$ cat src/rtl/adc_pwr_pkg.sv
package adc_pwr_pkg;

  typedef enum logic [1:0] {
    OP_NORMAL  = 2'd0,
    OP_PARTIAL = 2'd1,
    OP_FULL    = 2'd2,
    OP_CONVERT = 2'd3
  } op_e;

  typedef enum logic [2:0] {
    FR_IDLE, FR_LEAD, FR_LOW, FR_HIGH, FR_GAP
  } frame_st_e;

  typedef enum logic [2:0] {
    SQ_IDLE, SQ_LAUNCH, SQ_BUSY, SQ_PWAIT, SQ_DONE
  } seq_st_e;

endpackage

$ cat src/rtl/adc_rst_sync.sv
module adc_rst_sync (
  input  logic clk,
  input  logic rst_n,
  output logic rst_sync_n
);

  logic [1:0] sync_q;

  always_ff @(posedge clk or negedge rst_n) begin
    if (!rst_n) sync_q <= 2'b00;
    else        sync_q <= {sync_q[0], 1'b1};
  end

  assign rst_sync_n = sync_q[1];

endmodule

$ cat src/rtl/adc_sclk_div.sv
module adc_sclk_div #(
  parameter int HALF = 2
) (
  input  logic clk,
  input  logic rst_n,
  input  logic run,
  output logic tick
);

  localparam int CW = (HALF > 1) ? $clog2(HALF) : 1;

  logic [CW-1:0] cnt_q, cnt_d;

  always_comb begin
    tick  = run && (cnt_q == CW'(HALF - 1));
    cnt_d = cnt_q;
    if (!run || tick) cnt_d = '0;
    else              cnt_d = cnt_q + 1'b1;
  end

  always_ff @(posedge clk or negedge rst_n) begin
    if (!rst_n) cnt_q <= '0;
    else        cnt_q <= cnt_d;
  end

endmodule

$ cat src/rtl/adc_frame.sv
module adc_frame
  import adc_pwr_pkg::*;
#(
  parameter int HALF  = 2,
  parameter int BITS  = 16,
  parameter int TRUNC = 5
) (
  input  logic            clk,
  input  logic            rst_n,
  input  logic            start,
  input  logic            full,
  input  logic            sdata,
  output logic            sclk,
  output logic            cs_n,
  output logic            done,
  output logic [BITS-1:0] rx_word
);

  localparam int EW  = $clog2(BITS + 1);
  localparam int GAP = 2 * HALF;
  localparam int GW  = $clog2(GAP + 1);

  frame_st_e       st_q, st_d;
  logic [EW-1:0]   edge_q, edge_d;
  logic            full_q, full_d;
  logic            gap_q, gap_d;
  logic [BITS-1:0] sh_q, sh_d;
  logic            tick;
  logic            run;

  assign run = (st_q != FR_IDLE);

  adc_sclk_div #(.HALF(HALF)) i_div (
    .clk  (clk),
    .rst_n(rst_n),
    .run  (run),
    .tick (tick)
  );

  always_comb begin
    st_d   = st_q;
    edge_d = edge_q;
    full_d = full_q;
    gap_d  = gap_q;
    sh_d   = sh_q;
    unique case (st_q)
      FR_IDLE: if (start) begin
        st_d   = FR_LEAD;
        edge_d = '0;
        full_d = full;
        gap_d  = 1'b0;
      end
      FR_LEAD: if (tick) begin
        st_d   = FR_LOW;
        edge_d = edge_q + 1'b1;
      end
      FR_LOW: if (tick) begin
        if (!full_q && edge_q == EW'(TRUNC)) begin
          st_d  = FR_GAP;
          gap_d = 1'b0;
        end else begin
          st_d = FR_HIGH;
          sh_d = {sh_q[BITS-2:0], sdata};
        end
      end
      FR_HIGH: if (tick) begin
        if (edge_q == EW'(BITS)) begin
          st_d  = FR_GAP;
          gap_d = 1'b0;
        end else begin
          st_d   = FR_LOW;
          edge_d = edge_q + 1'b1;
        end
      end
      FR_GAP: if (tick) begin
        if (gap_q) st_d = FR_IDLE;
        else       gap_d = 1'b1;
      end
      default: st_d = FR_IDLE;
    endcase
  end

  always_ff @(posedge clk or negedge rst_n) begin
    if (!rst_n) begin
      st_q   <= FR_IDLE;
      edge_q <= '0;
      full_q <= 1'b1;
      gap_q  <= 1'b0;
      sh_q   <= '0;
    end else begin
      st_q   <= st_d;
      edge_q <= edge_d;
      full_q <= full_d;
      gap_q  <= gap_d;
      sh_q   <= sh_d;
    end
  end

  assign cs_n    = (st_q == FR_IDLE) || (st_q == FR_GAP);
  assign sclk    = (st_q != FR_LOW);
  assign done    = (st_q == FR_GAP) && tick && gap_q;
  assign rx_word = sh_q;

  // Cycles chip select has been high, saturating; used by the gap check.
  logic [GW-1:0] hi_q;
  always_ff @(posedge clk or negedge rst_n) begin
    if (!rst_n)                   hi_q <= GW'(GAP);
    else if (!cs_n)               hi_q <= '0;
    else if (hi_q < GW'(GAP))     hi_q <= hi_q + 1'b1;
  end

  AST_FULL_EDGES: assert property (@(posedge clk) disable iff (!rst_n)
    ($rose(cs_n) && full_q) |-> edge_q == EW'(BITS));
  AST_TRUNC_EDGES: assert property (@(posedge clk) disable iff (!rst_n)
    ($rose(cs_n) && !full_q) |-> edge_q == EW'(TRUNC));
  AST_EDGE_BOUND: assert property (@(posedge clk) disable iff (!rst_n)
    (!cs_n && !full_q) |-> edge_q <= EW'(TRUNC));
  AST_GAP_MIN: assert property (@(posedge clk) disable iff (!rst_n)
    $fell(cs_n) |-> hi_q >= GW'(GAP));

endmodule

$ cat src/rtl/adc_pwr_seq.sv
module adc_pwr_seq
  import adc_pwr_pkg::*;
#(
  parameter int DIV_HALF     = 2,
  parameter int FRAME_BITS   = 16,
  parameter int TRUNC_EDGES  = 5,
  parameter int PWRUP_CYCLES = 40
) (
  input  logic                  clk,
  input  logic                  rst_n,
  input  logic                  req,
  input  logic [1:0]            req_op,
  output logic                  ack,
  output logic                  sclk,
  output logic                  cs_n,
  input  logic                  sdata,
  output logic [FRAME_BITS-1:0] result,
  output logic                  result_valid
);

  localparam int PW = $clog2(PWRUP_CYCLES + 1);

  logic rst_i_n;

  adc_rst_sync i_rst (
    .clk       (clk),
    .rst_n     (rst_n),
    .rst_sync_n(rst_i_n)
  );

  seq_st_e               st_q, st_d;
  logic [1:0]            mode_q, mode_d;
  logic                  known_q, known_d;
  logic [1:0]            tgt_q, tgt_d;
  logic                  conv_q, conv_d;
  logic                  fleft_q, fleft_d;
  logic [1:0]            tleft_q, tleft_d;
  logic                  wait_q, wait_d;
  logic [PW-1:0]         pw_q, pw_d;
  logic [FRAME_BITS-1:0] res_q, res_d;
  logic                  val_q, val_d;
  logic                  fr_start, fr_full, fr_done;
  logic [FRAME_BITS-1:0] fr_word;

  adc_frame #(.HALF(DIV_HALF), .BITS(FRAME_BITS), .TRUNC(TRUNC_EDGES)) i_frame (
    .clk    (clk),
    .rst_n  (rst_i_n),
    .start  (fr_start),
    .full   (fr_full),
    .sdata  (sdata),
    .sclk   (sclk),
    .cs_n   (cs_n),
    .done   (fr_done),
    .rx_word(fr_word)
  );

  always_comb begin
    st_d     = st_q;
    mode_d   = mode_q;
    known_d  = known_q;
    tgt_d    = tgt_q;
    conv_d   = conv_q;
    fleft_d  = fleft_q;
    tleft_d  = tleft_q;
    wait_d   = wait_q;
    pw_d     = pw_q;
    res_d    = res_q;
    val_d    = 1'b0;
    fr_start = 1'b0;
    fr_full  = 1'b1;
    unique case (st_q)
      SQ_IDLE: if (req) begin
        st_d = SQ_LAUNCH;
        if (req_op == OP_CONVERT) begin
          tgt_d   = OP_NORMAL;
          conv_d  = 1'b1;
          fleft_d = 1'b1;
          tleft_d = 2'd0;
          wait_d  = 1'b0;
        end else begin
          tgt_d  = req_op;
          conv_d = 1'b0;
          wait_d = (req_op == OP_NORMAL) && (!known_q || mode_q == OP_FULL);
          if (!known_q || req_op < mode_q) begin
            fleft_d = 1'b1;
            tleft_d = req_op;
          end else begin
            fleft_d = 1'b0;
            tleft_d = req_op - mode_q;
          end
        end
      end
      SQ_LAUNCH: begin
        if (fleft_q) begin
          fr_start = 1'b1;
          fleft_d  = 1'b0;
          st_d     = SQ_BUSY;
        end else if (tleft_q != 2'd0) begin
          fr_start = 1'b1;
          fr_full  = 1'b0;
          tleft_d  = tleft_q - 1'b1;
          st_d     = SQ_BUSY;
        end else if (wait_q) begin
          pw_d = '0;
          st_d = SQ_PWAIT;
        end else begin
          st_d = SQ_DONE;
        end
      end
      SQ_BUSY: if (fr_done) begin
        st_d = SQ_LAUNCH;
        if (conv_q) begin
          val_d = 1'b1;
          res_d = fr_word;
        end
      end
      SQ_PWAIT: begin
        if (pw_q == PW'(PWRUP_CYCLES - 1)) st_d = SQ_DONE;
        else                               pw_d = pw_q + 1'b1;
      end
      SQ_DONE: begin
        st_d    = SQ_IDLE;
        mode_d  = tgt_q;
        known_d = 1'b1;
      end
      default: st_d = SQ_IDLE;
    endcase
  end

  always_ff @(posedge clk or negedge rst_i_n) begin
    if (!rst_i_n) begin
      st_q    <= SQ_IDLE;
      mode_q  <= OP_NORMAL;
      known_q <= 1'b0;
      tgt_q   <= OP_NORMAL;
      conv_q  <= 1'b0;
      fleft_q <= 1'b0;
      tleft_q <= 2'd0;
      wait_q  <= 1'b0;
      pw_q    <= '0;
      res_q   <= '0;
      val_q   <= 1'b0;
    end else begin
      st_q    <= st_d;
      mode_q  <= mode_d;
      known_q <= known_d;
      tgt_q   <= tgt_d;
      conv_q  <= conv_d;
      fleft_q <= fleft_d;
      tleft_q <= tleft_d;
      wait_q  <= wait_d;
      pw_q    <= pw_d;
      res_q   <= res_d;
      val_q   <= val_d;
    end
  end

  assign ack          = (st_q == SQ_DONE);
  assign result       = res_q;
  assign result_valid = val_q;

  AST_ACK_PULSE: assert property (@(posedge clk) disable iff (!rst_i_n)
    ack |=> !ack);
  AST_REQ_IGNORED: assert property (@(posedge clk) disable iff (!rst_i_n)
    (st_q != SQ_IDLE) |=> ($stable(tgt_q) && $stable(conv_q)));
  AST_VALID_CONV_ONLY: assert property (@(posedge clk) disable iff (!rst_i_n)
    result_valid |-> conv_q);
  AST_WAKE_WAIT: assert property (@(posedge clk) disable iff (!rst_i_n)
    (ack && wait_q) |-> $past(st_q == SQ_PWAIT));

endmodule

$ cat config.mk
export PLATFORM = sky130hd
export DESIGN_NAME = adc_pwr_seq
export DESIGN_NICKNAME = d
export VERILOG_FILES = /design/src/rtl/adc_pwr_pkg.sv /design/src/rtl/adc_rst_sync.sv /design/src/rtl/adc_sclk_div.sv /design/src/rtl/adc_frame.sv /design/src/rtl/adc_pwr_seq.sv
export SDC_FILE = /design/constraint.sdc
export NUM_CORES = 1
export LEC_CHECK = 0
export BUFFER_PORTS_ARGS = -buffer_cell sky130_fd_sc_hd__buf_2
export CORE_UTILIZATION = 50
export DETAILED_ROUTE_END_ITERATION = 10
export HOLD_SLACK_MARGIN = 0.02
export PLACE_DENSITY_LB_ADDON = 0.2
export SYNTH_ARGS = -nofsm -noshare
export SYNTH_HDL_FRONTEND = slang
export SYNTH_HIERARCHICAL = 1
export SYNTH_SLANG_ARGS = --single-unit
$ cat constraint.sdc
create_clock -name clk -period 3.48 [get_ports clk]
set_input_delay 0.522 -clock clk [delete_from_list [all_inputs] [get_ports clk]]
set_output_delay 0.522 -clock clk [all_outputs]
set_load 0.01 [all_outputs]
==> flow_summary_export.csv, run 1 <==
group,metric,value,unit
yosys,netlist-cell-type-count,55,
clock_network,htreeDepth,3,
worst_setup_path,startpoint_type,"flop",
pwr,power.density,534,mW/mm^2
route,dr.pass1.iters,4,
global_route,grt_max_degree,52,
yosys,synthArstFlopShare,100,%
clock_network,cts_root_buf,"clkbuf_8",
timing,fin_ws,1160,ps
run_status,outcome,"completed",
floorplan,start_util,52.3,%
floorplan,dieWidth,81.1,microns
floorplan,rows,28,
floorplan,ios,26,
worst_setup_path,path_buf_inv,0,
final_layout,area_delta_synth_final,11.6,%
timing,final.setup.tns,0,ps
worst_setup_path,crit_fanout,16,
route,ant_nets,0,
min_path,hold_path_class,"flop to flop",
pwr,ir_drop,0.465,mV
worst_setup_path,arrival,2540,ps
yosys,synth_compound_area_share,8.07,%
yosys,synthesis.nets,272,
global_route,gr-total-overflow,0,
worst_setup_path,slowest_delay,770,ps
route,wirelength,5170,microns
yosys,muxShareOfSynthArea,15.7,%
yosys,synth-simple-area-share,15.3,%
yosys,synth.most_common_cell,"dfrtp_1",
route,wl_per_cell,14.2,microns
worst_setup_path,slowest_stage,"and3_1",
yosys,synth_common_cells,"dfrtp_1 (64), mux2_2 (26), inv_1 (16), nand2_1 (16)",
placement,globalplace.congestion,0.773,
final_layout,multi_input_area,0.00134,sq mm
yosys,synth_top_family_by_area,"multiplexers",
timing,worst_pin_slew,1110,ps
global_route,antenna_found_initial,0,
floorplan,core,0.00599,sq mm
route,routed_via_density,5.46,
yosys,synth_xor_area_share,0.560,%
pwr,p_leak,1.71,nW
yosys,synth_top_area_cell,"dfrtp_1",
worst_setup_path,required,3710,ps
yosys,synth_area,0.00313,sq mm
global_route,grtUsageTotal,18.0,%
timing,finalClockSkew,3.19,ps
job,maxCapViolCount,0,
clock_network,cts_made_buffers,9,
clock_network,cts_resized,0,
final_layout,instances_no_fill,364,
worst_setup_path,worst_r2r_path_depth,4,
worst_setup_path,timing.rr.start,"i_frame/st_q[2]",
worst_setup_path,path_cells,"or3_1 -> and2_2 -> and3_1 -> mux2_2",
placement,portBuffers,25,
yosys,syn_area_per_cell,12.1,sq um
final_layout,n_fill_cell,494,
timing,maxSlewViolCount,0,
timing,rsz0062_at_grt,"false",
yosys,ys_warn_count,6,
worst_setup_path,r2r-end,"i_frame/rx_word[0]",
yosys,synth-adder-area-share,3.04,%
clock_network,clkTransAtPathRegs,70,ps
yosys,synth-edff-count,0,
timing,min_period_over_period,66.5,%
timing,finalCriticalPeriod,2320,ps
worst_setup_path,cp.depth,4,
yosys,yosys.area.top_type_share,51.2,%
timing,max_clock_freq,432,MHz
final_layout,n_antenna_cell,0,
clock_network,clockBufferDepth,2,
clock_network,clkSinkCount,65,
placement,dpl.cell_count,347,
yosys,synthTopCellsByArea,"dfrtp_1 (51%), mux2_2 (9.4%), mux2_4 (4.8%)",
timing,slew_headroom,26.2,%
yosys,synth_ff_type,"dfrtp_1",
global_route,grt_pass1_wl,8690,microns
clock_network,clkLatencyLatePin,340,ps
worst_setup_path,path_delay_family,"simple AND/OR/NAND/NOR gates",
worst_setup_path,startpoint,"i_frame/st_q[2]",
route,vias,1988,
route,drc,0,
worst_setup_path,endpoint,"i_frame/rx_word[0]",
yosys,synth_seq_cells,65,
timing,hold_viol_final,0,
worst_setup_path,worst-r2r-setup-slack,1160,ps
floorplan,fp.dieH,81.1,microns
global_route,grt_pass1_vias,1866,
yosys,synth_cells,259,
clock_network,cts_tree,"built",
final_layout,final_nets,297,
worst_setup_path,end_kind,"flop",
placement,place_hpwl,3530,microns
final_layout,drive_above_1_share,31.8,%
floorplan,die-area,0.00658,sq mm
timing,setup-violations-final,0,
route,drt_iter0_drc,94,
yosys,yosysSeqAreaShare,52.0,%
final_layout,regArea,0.00163,sq mm
worst_setup_path,criticalPathCategory,"flop to flop",
placement,post-place-ws,1170,ps
-- registers in the layout, indices dropped and copies added, names as in the netlist, 2 cells and up --
name and flops:
pw_q 6, st_q 3, i_frame/edge_q 5, mode_q 2, i_frame/st_q 3, i_rst/sync_q 2, tleft_q 2, tgt_q 2
i_frame/rx_word 16, result 16
-- area by class of cell --
cell class	instances	area share (%)
flip-flops and latches	65	46.6
multi-input cells	165	38.4
repair buffers	27	4.08
clock buffers	10	3.94
well taps	75	2.69
clock inverters	6	2.58
inverters	16	1.72
-- placed cells by master, fill, tap and decap left out, types with 2 or more instances in the layout --
master	n
dfrtp_1	63
mux2_2	26
buf_2	25
inv_1	16
nand2_1	16
nor2_1	12
o21ai_0	12
nand3_1	10
clkbuf_8	10
mux2_4	10
nor2b_1	6
ha_1	6
a21oi_1	5
mux2i_1	5
nor3b_1	4
and3_1	4
nand4_1	4
a21o_1	3
or3_1	2
or2_2	2
a31oi_1	2
xnor2_1	2
and2_1	2
nand4b_1	2
o31ai_1	2
o32ai_1	2
o211ai_1	2
bufinv_16	2
nand2b_1	2
-- stage by stage --
step | power [mW] | hold WS [ps] | instance area [sq um] | utilization [%]
floorplan | 1.10 | 226 | 3130 | -
global placement | 1.14 | 308 | 3260 | 54.3
detailed placement | 1.15 | 308 | 3260 | 54.3
CTS | 1.89 | 360 | 3490 | 58.3
global route | 1.96 | 371 | 3490 | 58.3
finish | 1.86 | 356 | 3490 | 58.3
-- how the worst min path moves through the flow --
stage | start | end | cells past startpoint
floorplan | rst_n | i_rst/sync_q[0] | 0
global route | i_rst/sync_q[0] | i_rst/sync_q[1] | 0
global placement | rst_n | i_rst/sync_q[0] | 1
detailed placement | rst_n | i_rst/sync_q[0] | 1
CTS | i_rst/sync_q[0] | i_rst/sync_q[1] | 0
finish | i_rst/sync_q[0] | i_rst/sync_q[1] | 0
-- power breakdown --
| part | leakage (nW) | switching (mW) | internal [mW] |
|---|---|---|---|
| logic | 0.758 | 0.128 | 0.113 |
| registers | 0.842 | 0.0780 | 0.819 |
| clock network | 0.113 | 0.301 | 0.425 |
| total | 1.71 | 0.507 | 1.36 |
-- routing by layer --
layer,vias up,GRT usage (%),part of all wire [%]
li1,960,-,-
met1,993,21.7,46
met2,26,29.7,50
met3,9,5.06,2.7
met4,0,8.57,2.1
met5,-,0,0
-- logic make-up after synthesis --
kind of cell | Yosys count
muxes | 41
xor gates and xnor gates | 2
adders and majority gates | 7
AOI/OAI and AO/OA | 36
and+or+nand+nor | 78
DFF | 65
other | 1
buffers and inverters | 29
-- repair_timing --
action,CTS,global route
hold buffers,1,0
setup buffers,0,0
hold endpoints to repair,2,0
(Power assumes the default switching activity.)
==> run 2, diff against run 1 <==
==> constraint.sdc (replaced) <==
create_clock -name clk -period 2.1 [get_ports clk]
set_input_delay 0.315 -clock clk [delete_from_list [all_inputs] [get_ports clk]]
set_output_delay 0.315 -clock clk [all_outputs]
set_load 0.01 [all_outputs]
==> flow_summary_export.csv, run 2 (same netlist as run 1, synthesis figures left out) <==
group,metric,value,unit
floorplan,fp.dieH,81.1,microns
global_route,grt_max_degree,53,
timing,final.setup.tns,0,ps
pwr,netSwitchingFraction,27.1,%
timing,setup-violations-final,0,
pwr,comb_power_share,15.6,%
route,wirelength,5170,microns
timing,worst_pin_slew,562,ps
route,wl_per_cell,13.8,microns
final_layout,design_area,0.00359,sq mm
placement,post-place-ws,97.0,ps
route,ant_nets,0,
clock_network,cts_made_buffers,9,
worst_setup_path,startpoint_type,"flop",
run_status,outcome,"completed",
timing,slew_headroom,62.4,%
final_layout,final_nets,308,
worst_setup_path,path_delay_family,"simple AND/OR/NAND/NOR gates",
route,drt_iter0_drc,64,
worst_setup_path,slowest_stage,"or3_1",
floorplan,core,0.00599,sq mm
worst_setup_path,crit_fanout,17,
floorplan,die-area,0.00658,sq mm
clock_network,cts_root_buf,"clkbuf_8",
final_layout,final_common_cell,"dfrtp_1",
clock_network,cts_resized,0,
global_route,antenna_found_initial,0,
global_route,grtUsageTotal,18.3,%
timing,rsz0062_at_grt,"false",
global_route,grt_pass1_wl,8830,microns
clock_network,clkTransAtPathRegs,70,ps
worst_setup_path,end_kind,"flop",
worst_setup_path,criticalPathCategory,"flop to flop",
pwr,ir_drop,0.618,mV
timing,fin_ws,120,ps
floorplan,ios,26,
route,dr.pass1.iters,4,
worst_setup_path,arrival,2200,ps
clock_network,clkLatencyLatePin,340,ps
final_layout,final_util,60.0,%
route,maxUsedRoutingLayer,"met4",
route,routed_via_density,5.31,
worst_setup_path,slowest_delay,420,ps
placement,globalplace.congestion,0.779,
pwr,p_int,2.25,mW
placement,place_hpwl,3570,microns
placement,placed_area,0.00334,sq mm
route,route.met2.wl,2430,microns
pwr,p_clk_share,37.6,%
worst_setup_path,path_buf_inv,1,
pwr,seqPwrFrac,46.8,%
timing,finalCriticalPeriod,1980,ps
timing,maxSlewViolCount,0,
floorplan,dieWidth,81.1,microns
route,met1_length,2500,microns
floorplan,start_util,52.3,%
final_layout,area_delta_synth_final,14.7,%
timing,finalClockSkew,9.08,ps
floorplan,rows,28,
timing,min_period_over_period,94.3,%
pwr,p_leak,1.77,nW
route,drc,0,
route,wl_met3,155,microns
job,maxCapViolCount,0,
pwr,p_switching,836,uW
route,vias,1992,
final_layout,n_antenna_cell,0,
clock_network,htreeDepth,3,
timing,hold_viol_final,0,
global_route,gr-total-overflow,0,
worst_setup_path,required,2320,ps
timing,max_clock_freq,505,MHz
pwr,power.density,860,mW/mm^2
worst_setup_path,path_cells,"or3_1 -> and2_2 -> nand3_1 -> nor2_1 -> nand4_4 -> buf_12 -> mux2_2",
final_layout,drive_above_1_share,34.0,%
clock_network,clkSinkCount,65,
clock_network,cts_tree,"built",
min_path,hold_path_class,"flop to asynchronous set/reset pin",
final_layout,mostFrequentLayoutCells,"dfrtp_1 (63), mux2_2 (26), buf_2 (25)",
clock_network,clockBufferDepth,2,
placement,portBuffers,25,
global_route,grt_pass1_vias,1911,
-- run 2: final cells by class --
| class | count | area [sq um] |
|---|---|---|
| clock inverters | 6 | 91.3 |
| clock buffers | 10 | 128 |
| well taps | 75 | 93.8 |
| flip-flops and latches | 65 | 1630 |
| multi-input cells | 165 | 1340 |
| inverters | 16 | 60.1 |
| fillers | 510 | 2400 |
| repair buffers | 38 | 250 |
-- run 2: final timing paths --
check,end,slack (ps),depth (start not counted),startpoint
setup / recovery,result[7],120,7,i_frame/st_q[2]
hold / removal,mode_q[0],150,0,i_rst/sync_q[1]
setup reg to reg,result[7],120,7,i_frame/st_q[2]
hold reg to reg,mode_q[0],150,0,i_rst/sync_q[1]
max in group asynchronous,i_frame/full_q,1330,1,i_rst/sync_q[1]
min in group clk,i_frame/rx_word[0],210,2,sdata
-- run 2: repair_timing --
action / CTS / global route
buffers inserted: 0 / 1
hold buffers: 1 / 0
endpoints found under the hold margin: 2 / 0
endpoints found under the setup margin: 0 / 16
-- run 2: power groups by stage --
stage	Clock (mW)	Combinational, mW	Sequential (mW)
2_1_floorplan	0	0.373	1.46
3_3_place_gp	0	0.476	1.47
3_5_place_dp	0	0.484	1.47
4_1_cts	1.20	0.487	1.45
5_1_grt	1.25	0.545	1.47
6_report	1.16	0.482	1.45
-- run 2: through the flow --
stage,cells,total power [mW],hold slack [ps]
after floorplan,259,1.83,19.4
after global placement,357,1.94,100
after detailed placement,357,1.95,103
after CTS,374,3.13,165
after global routing,375,3.26,183
final,375,3.09,154
-- run 2: layer usage --
layer  track usage, %  up-vias
met5                0        -
met4             8.04        0
met3             6.07        9
met2             27.7       22
met1             24.0      978
li1                 -      983
-- run 2: worst reg2reg max path: cells and delay by family (launching register included) --
family,cells,cell delay [ps]
buffers and inverters,1,160
DFF,1,380
muxes,1,350
and+or+nand+nor,5,980
==> run 3, diff against run 2 <==
==> constraint.sdc (replaced) <==
create_clock -name clk -period 2.1 [get_ports clk]
set_input_delay 0.21 -clock clk [delete_from_list [all_inputs] [get_ports clk]]
set_output_delay 0.21 -clock clk [all_outputs]
set_load 0.01 [all_outputs]
==> flow_summary_export.csv, run 3 (same netlist as run 1, synthesis figures left out) <==
group,metric,value,unit
run_status,outcome,"completed",
pwr,p_leak,1.77,nW
final_layout,area_delta_synth_final,14.4,%
global_route,grt_pass1_wl,8780,microns
timing,final.setup.tns,0,ps
route,drt_iter0_drc,61,
clock_network,clkSinkCount,65,
route,wl_per_cell,13.7,microns
final_layout,final_nets,307,
floorplan,start_util,52.3,%
floorplan,ios,26,
final_layout,multi_input_area,0.00134,sq mm
final_layout,regArea,0.00163,sq mm
clock_network,htreeDepth,3,
clock_network,clkLatencyLatePin,340,ps
timing,setup-violations-final,0,
route,wirelength,5130,microns
pwr,p_total,3.11,mW
worst_setup_path,slowest_stage,"or3_1",
worst_setup_path,end_kind,"flop",
global_route,antenna_found_initial,0,
timing,maxSlewViolCount,0,
timing,finalClockSkew,10.8,ps
clock_network,cts_setup_buffers,0,
final_layout,mostFrequentLayoutCells,"dfrtp_1 (63), mux2_2 (26), buf_2 (25)",
placement,dpl.cell_count,357,
timing,fin_ws,129,ps
global_route,grt_pass1_vias,1914,
global_route,grtUsageTotal,18.0,%
clock_network,clkTransAtPathRegs,70,ps
clock_network,cts_tree,"built",
worst_setup_path,arrival,2190,ps
floorplan,core,0.00599,sq mm
clock_network,cts_made_buffers,9,
global_route,grt_max_degree,29,
floorplan,fp.dieH,81.1,microns
min_path,hold_path_class,"primary input to flop",
clock_network,clockBufferDepth,2,
route,routed_via_density,5.26,
job,maxCapViolCount,0,
pwr,power.density,868,mW/mm^2
worst_setup_path,startpoint_type,"flop",
global_route,gr-total-overflow,0,
worst_setup_path,slowest_delay,400,ps
placement,globalplace.congestion,0.804,
route,ant_nets,0,
final_layout,final_common_cell,"dfrtp_1",
timing,finalCriticalPeriod,1970,ps
route,drc,0,
timing,min_period_over_period,93.9,%
placement,portBuffers,25,
placement,post-place-ws,124,ps
route,dr.pass1.iters,4,
floorplan,rows,28,
final_layout,n_fill_cell,479,
floorplan,die-area,0.00658,sq mm
final_layout,instances_no_fill,374,
timing,max_clock_freq,507,MHz
timing,hold_viol_final,0,
final_layout,drive_above_1_share,34.1,%
floorplan,dieWidth,81.1,microns
clock_network,ctsHoldBuffers,1,
worst_setup_path,criticalPathCategory,"flop to flop",
worst_setup_path,crit_fanout,17,
timing,rsz0062_at_grt,"false",
pwr,ir_drop,0.727,mV
clock_network,cts_root_buf,"clkbuf_8",
worst_setup_path,required,2320,ps
final_layout,n_antenna_cell,0,
placement,place_hpwl,3610,microns
final_layout,final_util,59.8,%
worst_setup_path,path_cells,"or3_1 -> and2_2 -> nand3_1 -> nor2_1 -> nand4_4 -> mux2_2",
route,vias,1966,
clock_network,cts_resized,0,
-- run 3: through the flow --
| step | instance area (sq um) | hold WS, ps |
|---|---|---|
| after floorplan | 3140 | -85.6 |
| after global placement | 3340 | -5.08 |
| after detailed placement | 3340 | -2.64 |
| after CTS | 3580 | 96.2 |
| after global routing | 3580 | 90.8 |
| final | 3580 | 106 |
-- run 3: where the power goes --
part | internal (mW) | switching [mW]
clock network | 0.705 | 0.490
logic | 0.211 | 0.257
registers | 1.36 | 0.0890
total | 2.27 | 0.836
-- run 3: critical path, delay by kind of cell (launching register included) --
family / cells / cell delay (ps)
multiplexers: 1 / 380
flip-flops: 1 / 370
AND/OR/NAND/NOR: 5 / 1110
-- run 3: layout make-up --
class | count | area share (%)
clock buffers | 10 | 3.84
multi-input cells | 165 | 37.4
clock inverters | 6 | 2.52
inverters | 16 | 1.68
well taps | 75 | 2.62
repair buffers | 37 | 6.43
flip-flops and latches | 65 | 45.5
-- run 3: path summary, 6_finish.rpt --
kind | start | depth (start not counted) | end | slack [ps]
max | i_frame/st_q[2] | 6 | result[13] | 130
max reg2reg | i_frame/st_q[2] | 6 | result[13] | 130
max in group asynchronous | i_rst/sync_q[1] | 1 | result[11] | 1290
min in group asynchronous | rst_n | 2 | i_rst/sync_q[0] | 180
min | sdata | 2 | i_frame/rx_word[0] | 110
min reg2reg | i_rst/sync_q[1] | 0 | result[0] | 210
-- run 3: per-layer routing --
metal,share of wire [%],track usage [%],vias up
li1,-,-,980
met1,48,23.2,955
met2,47,27.9,24
met3,3.2,5.28,7
met4,1.3,8.21,0
met5,0,0,-
